[config.mk]
export PLATFORM = sky130hd
export DESIGN_NAME = stopwatch_core
export DESIGN_NICKNAME = d
export VERILOG_FILES = /design/src/rtl/sw_pkg.sv /design/src/rtl/sw_prescale.sv /design/src/rtl/sw_bcd_chain.sv /design/src/rtl/sw_mode_fsm.sv /design/src/rtl/sw_hold_reg.sv /design/src/rtl/stopwatch_core.sv
export SDC_FILE = /design/constraint.sdc
export NUM_CORES = 1
export LEC_CHECK = 0
export ABC_AREA = 1
export CAP_MARGIN = 20
export CORE_ASPECT_RATIO = 2
export CORE_MARGIN = 2
export CORE_UTILIZATION = 60
export DETAILED_ROUTE_END_ITERATION = 8
export DONT_BUFFER_PORTS = 1
export PLACE_DENSITY = 0.76
export SLEW_MARGIN = 5
export SYNTH_ARGS = -nofsm -noshare
export SYNTH_HDL_FRONTEND = slang
export SYNTH_SLANG_ARGS = --single-unit
[constraint.sdc]
create_clock -name clk -period 1.75 [get_ports clk]
set_input_delay 0.2625 -clock clk [delete_from_list [all_inputs] [get_ports clk]]
set_output_delay 0.2625 -clock clk [all_outputs]
set_load 0.02 [all_outputs]
[src/rtl/sw_pkg.sv]
package sw_pkg;

    localparam int NDIG       = 6;
    localparam int DIGIT_W    = 4;
    localparam int TIME_W     = NDIG * DIGIT_W;

    typedef logic [DIGIT_W-1:0] bcd_t;

    // State code doubles as the control word {clear, count, load}
    typedef enum logic [2:0] {
        MODE_CLEAR = 3'b111,
        MODE_RUN   = 3'b011,
        MODE_HOLD  = 3'b001,
        MODE_LAP   = 3'b010
    } mode_e;

    typedef struct packed {
        logic clr;
        logic cnt_en;
        logic ld_en;
    } ctrl_t;

    // Most significant digit first so that slice 4*i picks digit i
    typedef struct packed {
        bcd_t min_t;
        bcd_t min_u;
        bcd_t sec_t;
        bcd_t sec_u;
        bcd_t cs_t;
        bcd_t cs_u;
    } sw_time_t;

    // Highest value of digit idx (0 = hundredths units ... 5 = minutes tens)
    function automatic bcd_t digit_max(input int idx, input int min_tens_max);
        case (idx)
            3:       return bcd_t'(5);
            5:       return bcd_t'(min_tens_max);
            default: return bcd_t'(9);
        endcase
    endfunction

    function automatic ctrl_t mode_ctrl(input logic [2:0] code);
        return ctrl_t'(code);
    endfunction

endpackage

[src/rtl/sw_prescale.sv]
module sw_prescale #(
    parameter int DIV_CYCLES = 48000,
    parameter int SUB_TICKS  = 10
) (
    input  logic clk,
    input  logic rst,
    input  logic clr,
    input  logic en,
    output logic step_o
);
    logic tick;

    generate
        if (DIV_CYCLES > 1) begin : g_div
            localparam int W = $clog2(DIV_CYCLES);
            localparam logic [W-1:0] LAST = W'(DIV_CYCLES - 1);
            logic [W-1:0] div_q;
            always_ff @(posedge clk) begin
                if (rst || clr)
                    div_q <= '0;
                else if (en)
                    div_q <= (div_q == LAST) ? '0 : div_q + 1'b1;
            end
            assign tick = en && (div_q == LAST);
        end else begin : g_nodiv
            assign tick = en;
        end
    endgenerate

    generate
        if (SUB_TICKS > 1) begin : g_sub
            localparam int W = $clog2(SUB_TICKS);
            localparam logic [W-1:0] LAST = W'(SUB_TICKS - 1);
            logic [W-1:0] sub_q;
            always_ff @(posedge clk) begin
                if (rst || clr)
                    sub_q <= '0;
                else if (tick)
                    sub_q <= (sub_q == LAST) ? '0 : sub_q + 1'b1;
            end
            assign step_o = tick && (sub_q == LAST);
        end else begin : g_nosub
            assign step_o = tick;
        end
    endgenerate

endmodule

[src/rtl/sw_bcd_chain.sv]
module sw_bcd_chain
    import sw_pkg::*;
#(
    parameter int MIN_TENS_MAX = 5
) (
    input  logic     clk,
    input  logic     rst,
    input  logic     clr,
    input  logic     step,
    output sw_time_t value_o
);
    logic [NDIG-1:0]   carry;
    logic [TIME_W-1:0] flat;

    assign carry[0] = step;

    generate
        for (genvar i = 0; i < NDIG; i++) begin : g_dig
            localparam bcd_t LIM = digit_max(i, MIN_TENS_MAX);
            bcd_t d_q;
            always_ff @(posedge clk) begin
                if (rst || clr)
                    d_q <= '0;
                else if (carry[i])
                    d_q <= (d_q == LIM) ? '0 : d_q + 1'b1;
            end
            assign flat[DIGIT_W*i +: DIGIT_W] = d_q;
            if (i < NDIG - 1) begin : g_carry
                assign carry[i+1] = carry[i] && (d_q == LIM);
            end
        end
    endgenerate

    assign value_o = sw_time_t'(flat);

endmodule

[src/rtl/sw_mode_fsm.sv]
module sw_mode_fsm
    import sw_pkg::*;
(
    input  logic       clk,
    input  logic       rst,
    input  logic       go_i,
    input  logic       lap_i,
    output logic [2:0] code_o
);
    logic [2:0] code_q;
    logic [2:0] code_d;
    logic       only_go;
    logic       only_lap;

    assign only_go  = go_i && !lap_i;
    assign only_lap = lap_i && !go_i;

    always_comb begin
        code_d = code_q;
        case (code_q)
            MODE_CLEAR: if (only_go) code_d = MODE_RUN;
            MODE_RUN: begin
                if (only_go)       code_d = MODE_HOLD;
                else if (only_lap) code_d = MODE_LAP;
            end
            MODE_HOLD: begin
                if (only_lap)      code_d = MODE_CLEAR;
                else if (only_go)  code_d = MODE_RUN;
            end
            MODE_LAP:   if (only_lap) code_d = MODE_RUN;
            default:    code_d = MODE_CLEAR;
        endcase
    end

    always_ff @(posedge clk) begin
        if (rst)
            code_q <= MODE_CLEAR;
        else
            code_q <= code_d;
    end

    assign code_o = code_q;

endmodule

[src/rtl/sw_hold_reg.sv]
module sw_hold_reg
    import sw_pkg::*;
(
    input  logic     clk,
    input  logic     rst,
    input  logic     ld,
    input  sw_time_t d_i,
    output sw_time_t q_o
);
    always_ff @(posedge clk) begin
        if (rst)
            q_o <= '0;
        else if (ld)
            q_o <= d_i;
    end
endmodule

[src/rtl/stopwatch_core.sv]
module stopwatch_core
    import sw_pkg::*;
#(
    parameter int DIV_CYCLES   = 48000,
    parameter int SUB_TICKS    = 10,
    parameter int MIN_TENS_MAX = 5
) (
    input  logic       clk,
    input  logic       rst,
    input  logic       cmd_go,
    input  logic       cmd_lap,
    output logic [3:0] disp_min_tens,
    output logic [3:0] disp_min_units,
    output logic [3:0] disp_sec_tens,
    output logic [3:0] disp_sec_units,
    output logic [3:0] disp_cs_tens,
    output logic [3:0] disp_cs_units
);
    logic [2:0]        mode_q;
    ctrl_t             ctl;
    logic              step;
    sw_time_t          live;
    sw_time_t          shown;
    logic [TIME_W-1:0] live_flat;
    logic [TIME_W-1:0] shown_flat;

    sw_mode_fsm u_fsm (
        .clk    (clk),
        .rst    (rst),
        .go_i   (cmd_go),
        .lap_i  (cmd_lap),
        .code_o (mode_q)
    );

    assign ctl = mode_ctrl(mode_q);

    sw_prescale #(
        .DIV_CYCLES (DIV_CYCLES),
        .SUB_TICKS  (SUB_TICKS)
    ) u_pre (
        .clk    (clk),
        .rst    (rst),
        .clr    (ctl.clr),
        .en     (ctl.cnt_en),
        .step_o (step)
    );

    sw_bcd_chain #(
        .MIN_TENS_MAX (MIN_TENS_MAX)
    ) u_chain (
        .clk     (clk),
        .rst     (rst),
        .clr     (ctl.clr),
        .step    (step),
        .value_o (live)
    );

    sw_hold_reg u_hold (
        .clk (clk),
        .rst (rst),
        .ld  (ctl.ld_en),
        .d_i (live),
        .q_o (shown)
    );

    assign live_flat      = live;
    assign shown_flat     = shown;
    assign disp_min_tens  = shown.min_t;
    assign disp_min_units = shown.min_u;
    assign disp_sec_tens  = shown.sec_t;
    assign disp_sec_units = shown.sec_u;
    assign disp_cs_tens   = shown.cs_t;
    assign disp_cs_units  = shown.cs_u;

endmodule

==> flow_summary.yaml <==
run_status:
  status: "completed"
pwr:
  pwr_density_cell_nw_per_um2: 813
  power_leakage_nw: 1.34
  peakVddDrop_mv: 0.718
setup_path:
  critical_path_peak_fanout: 4
  cp.required_ns: 1.98
  worstPathArrival_ns: 1.89
  r2r_cells: 9
  crit_type: "reg2reg"
  start_kind: "register"
  cp-end-kind: "register"
sta:
  tightest_slew_ns: 0.631
  final-setup-viol-count: 0
  period_share: 0.946
  finClkSkew_ns: 0.00785
  slew_violations: 0
  finalHoldViolations: 0
  relSlewSlack: 0.579
  rsz0062_at_grt: "yes"
  setup_ws_ns: 0.0941
  post-route-min-period_ns: 1.66
  max_freq_mhz: 604
  whs_ns: 0.0202
clock_tree:
  cts-buffers-inserted: 9
  insertion_delay_ns: 0.34
  path_clk_slew_ns: 0.07
  cts_sinks: 71
  htreeDepth: 3
  clk_path_buf_depth: 2
  root_buffer: "clkbuf_8"
  cts_tree: "built"
synth:
  syn_nets: 459
  synth_common_cells: "nand2_1 (89), dfxtp_1 (71), nor2_1 (68)"
  yosysMostFrequentCell: "nand2_1"
  synth-edff-count: 0
  synth_cell_types: 39
  async_reset_ff_frac: 0
  synth_cells: 454
  synth_top_area_frac: 0.444
  ys_seq_area_frac: 0.444
  netlist_area_um2: 3200
  yosysWarnings: 0
  synth_area_leader_cell: "dfxtp_1"
  synth_ff_type: "dfxtp_1"
  synth_seq_cells: 71
  synth.avg_cell_area_um2: 7.06
  synth_area_leaders: "dfxtp_1 (44%), nand2_1 (10%), nor2_1 (8.0%), a21oi_1 (6.7%), o21ai_0 (6.2%)"
drt:
  viasPerCell: 5.64
  route.vias.total: 3040
  drt_iter0_drc: 121
  ant_nets: 0
  dr.pass1.iters: 4
  wire_per_inst_um: 14.3
  routed_wl_um: 7730
  drc: 0
floorplan:
  die_area_um2: 5980
  num_rows: 37
  initial_core_util: 0.624
  fp.dieW_um: 55.7
  die_y_um: 107
  ios: 28
  core-area_um2: 5140
place:
  io_buffers: 0
  place_ws_ns: -0.191
  dp.final_hpwl_um: 5710
  place.gp.congestion: 0.872
finish:
  fin_nets: 483
  fillCellCount: 426
  ff_latch_area_um2: 1430
  multi_input_area_um2: 1610
  drive_gt1_frac: 0.166
  area_growth_pct: 15.0
  antenna_cells: 0
global_routing:
  overflow: 0
  gr-usage-all-layers: 0.271
  grt_max_degree: 46
  antenna_found_initial: 0
  grt_pass1_vias: 3084
  grt_pass1_wl_um: 12800
hold_path:
  hold_path_class: "in2reg"
  hold_depth: 1
job:
  cap_violations: 0
-- area by class of cell --
type	instances	share of cell area
repair buffers	26	0.0550
clock inverters	1	0.00136
inverters	56	0.0571
flip-flops and latches	71	0.388
well taps	58	0.0197
multi-input cells	314	0.436
clock buffers	13	0.0431
-- power by group --
part	internal (mW)	switching (mW)	leakage, nW
Clock	0.576	0.572	0.0854
Sequential	1.64	0.0461	0.576
Combinational	0.0536	0.103	0.678
Total	2.27	0.722	1.34
-- stage by stage --
stage                     TNS, ns  std cells  power [mW]  area (µm²)   util
after floorplan                 0        454        1.83        3200      -
after CTS                 -0.0177        537        3.01        3590  0.698
after detailed placement   -0.460        522        1.88        3390  0.660
after global routing       -0.197        539        3.10        3680  0.717
final                           0        539        3.00        3680  0.717
after global placement     -0.352        522        1.87        3390  0.660
-- registers in the layout, indices dropped and copies added (netlist names) --
register           count
u_pre.g_sub.sub_q      4
u_chain.g_dig.d_q     24
u_fsm.code_o           3
u_pre.g_div.div_q     16
u_hold.q_o            24
-- path summary, 6_finish.rpt --
check / end / slack (ns) / startpoint
max: u_pre.g_sub.sub_q[3] / 0.09 / u_pre.g_div.div_q[5]
min: u_fsm.code_o[0] / 0.02 / rst
max reg2reg: u_pre.g_sub.sub_q[3] / 0.09 / u_pre.g_div.div_q[5]
min reg2reg: u_pre.g_div.div_q[12] / 0.47 / u_pre.g_div.div_q[12]
-- layout by cell type (no fill, tap or decap), types with 2 or more instances in the layout --
master	instances
nand2_1	84
dfxtp_1	65
nor2_1	59
inv_1	49
a21oi_1	43
o21ai_0	37
buf_4	24
nand4_1	16
nand3_1	12
clkbuf_8	11
nand2_2	8
inv_2	7
nor3_1	7
nor2_2	6
nor2_4	6
dfxtp_2	6
o21ai_1	5
nand3_2	3
o211ai_1	2
xnor2_1	2
xor2_1	2
and3_1	2
a22oi_1	2
clkbuf_1	2
buf_6	2
-- kinds of logic (layout without fill, tap and decap cells) --
family,count (synthesis),in the layout,share of synthesized area
AOI/OAI and AO/OA,98,98,0.165
xor gates and xnor gates,4,4,0.0109
adders and majority gates,1,1,0.00390
buffers and inverters,69,96,0.0836
DFF,71,71,0.444
and+or+nand+nor,211,211,0.293
-- critical path, stage by stage, from the launching register on --
cell and delay [ns]:
dfxtp_1 0.39, nand2_2 0.14, nor2_2 0.13, nand2_2 0.10, nor2_8 0.12, buf_4 0.14
buf_4 0.13, nand4_1 0.12, o211ai_1 0.22, a21oi_1 0.06
-- per-layer routing --
| metal | vias to the layer above | share of wire | track usage |
|---|---|---|---|
| met5 | - | 0 | 0 |
| met4 | 0 | 0.040 | 0.146 |
| met3 | 22 | 0.021 | 0.0493 |
| met2 | 49 | 0.59 | 0.549 |
| met1 | 1438 | 0.35 | 0.238 |
| li1 | 1531 | - | - |
-- what timing repair did --
| item | in CTS | in global routing |
|---|---|---|
| cloned | 0 | 0 |
| gates resized for setup | 8 | 28 |
| hold buffers | 0 | 0 |
| pin swaps | 2 | 10 |
| buffers inserted | 1 | 2 |
| setup endpoints to repair | 9 | 27 |
No activity file was read; power rests on OpenSTA's default activity.
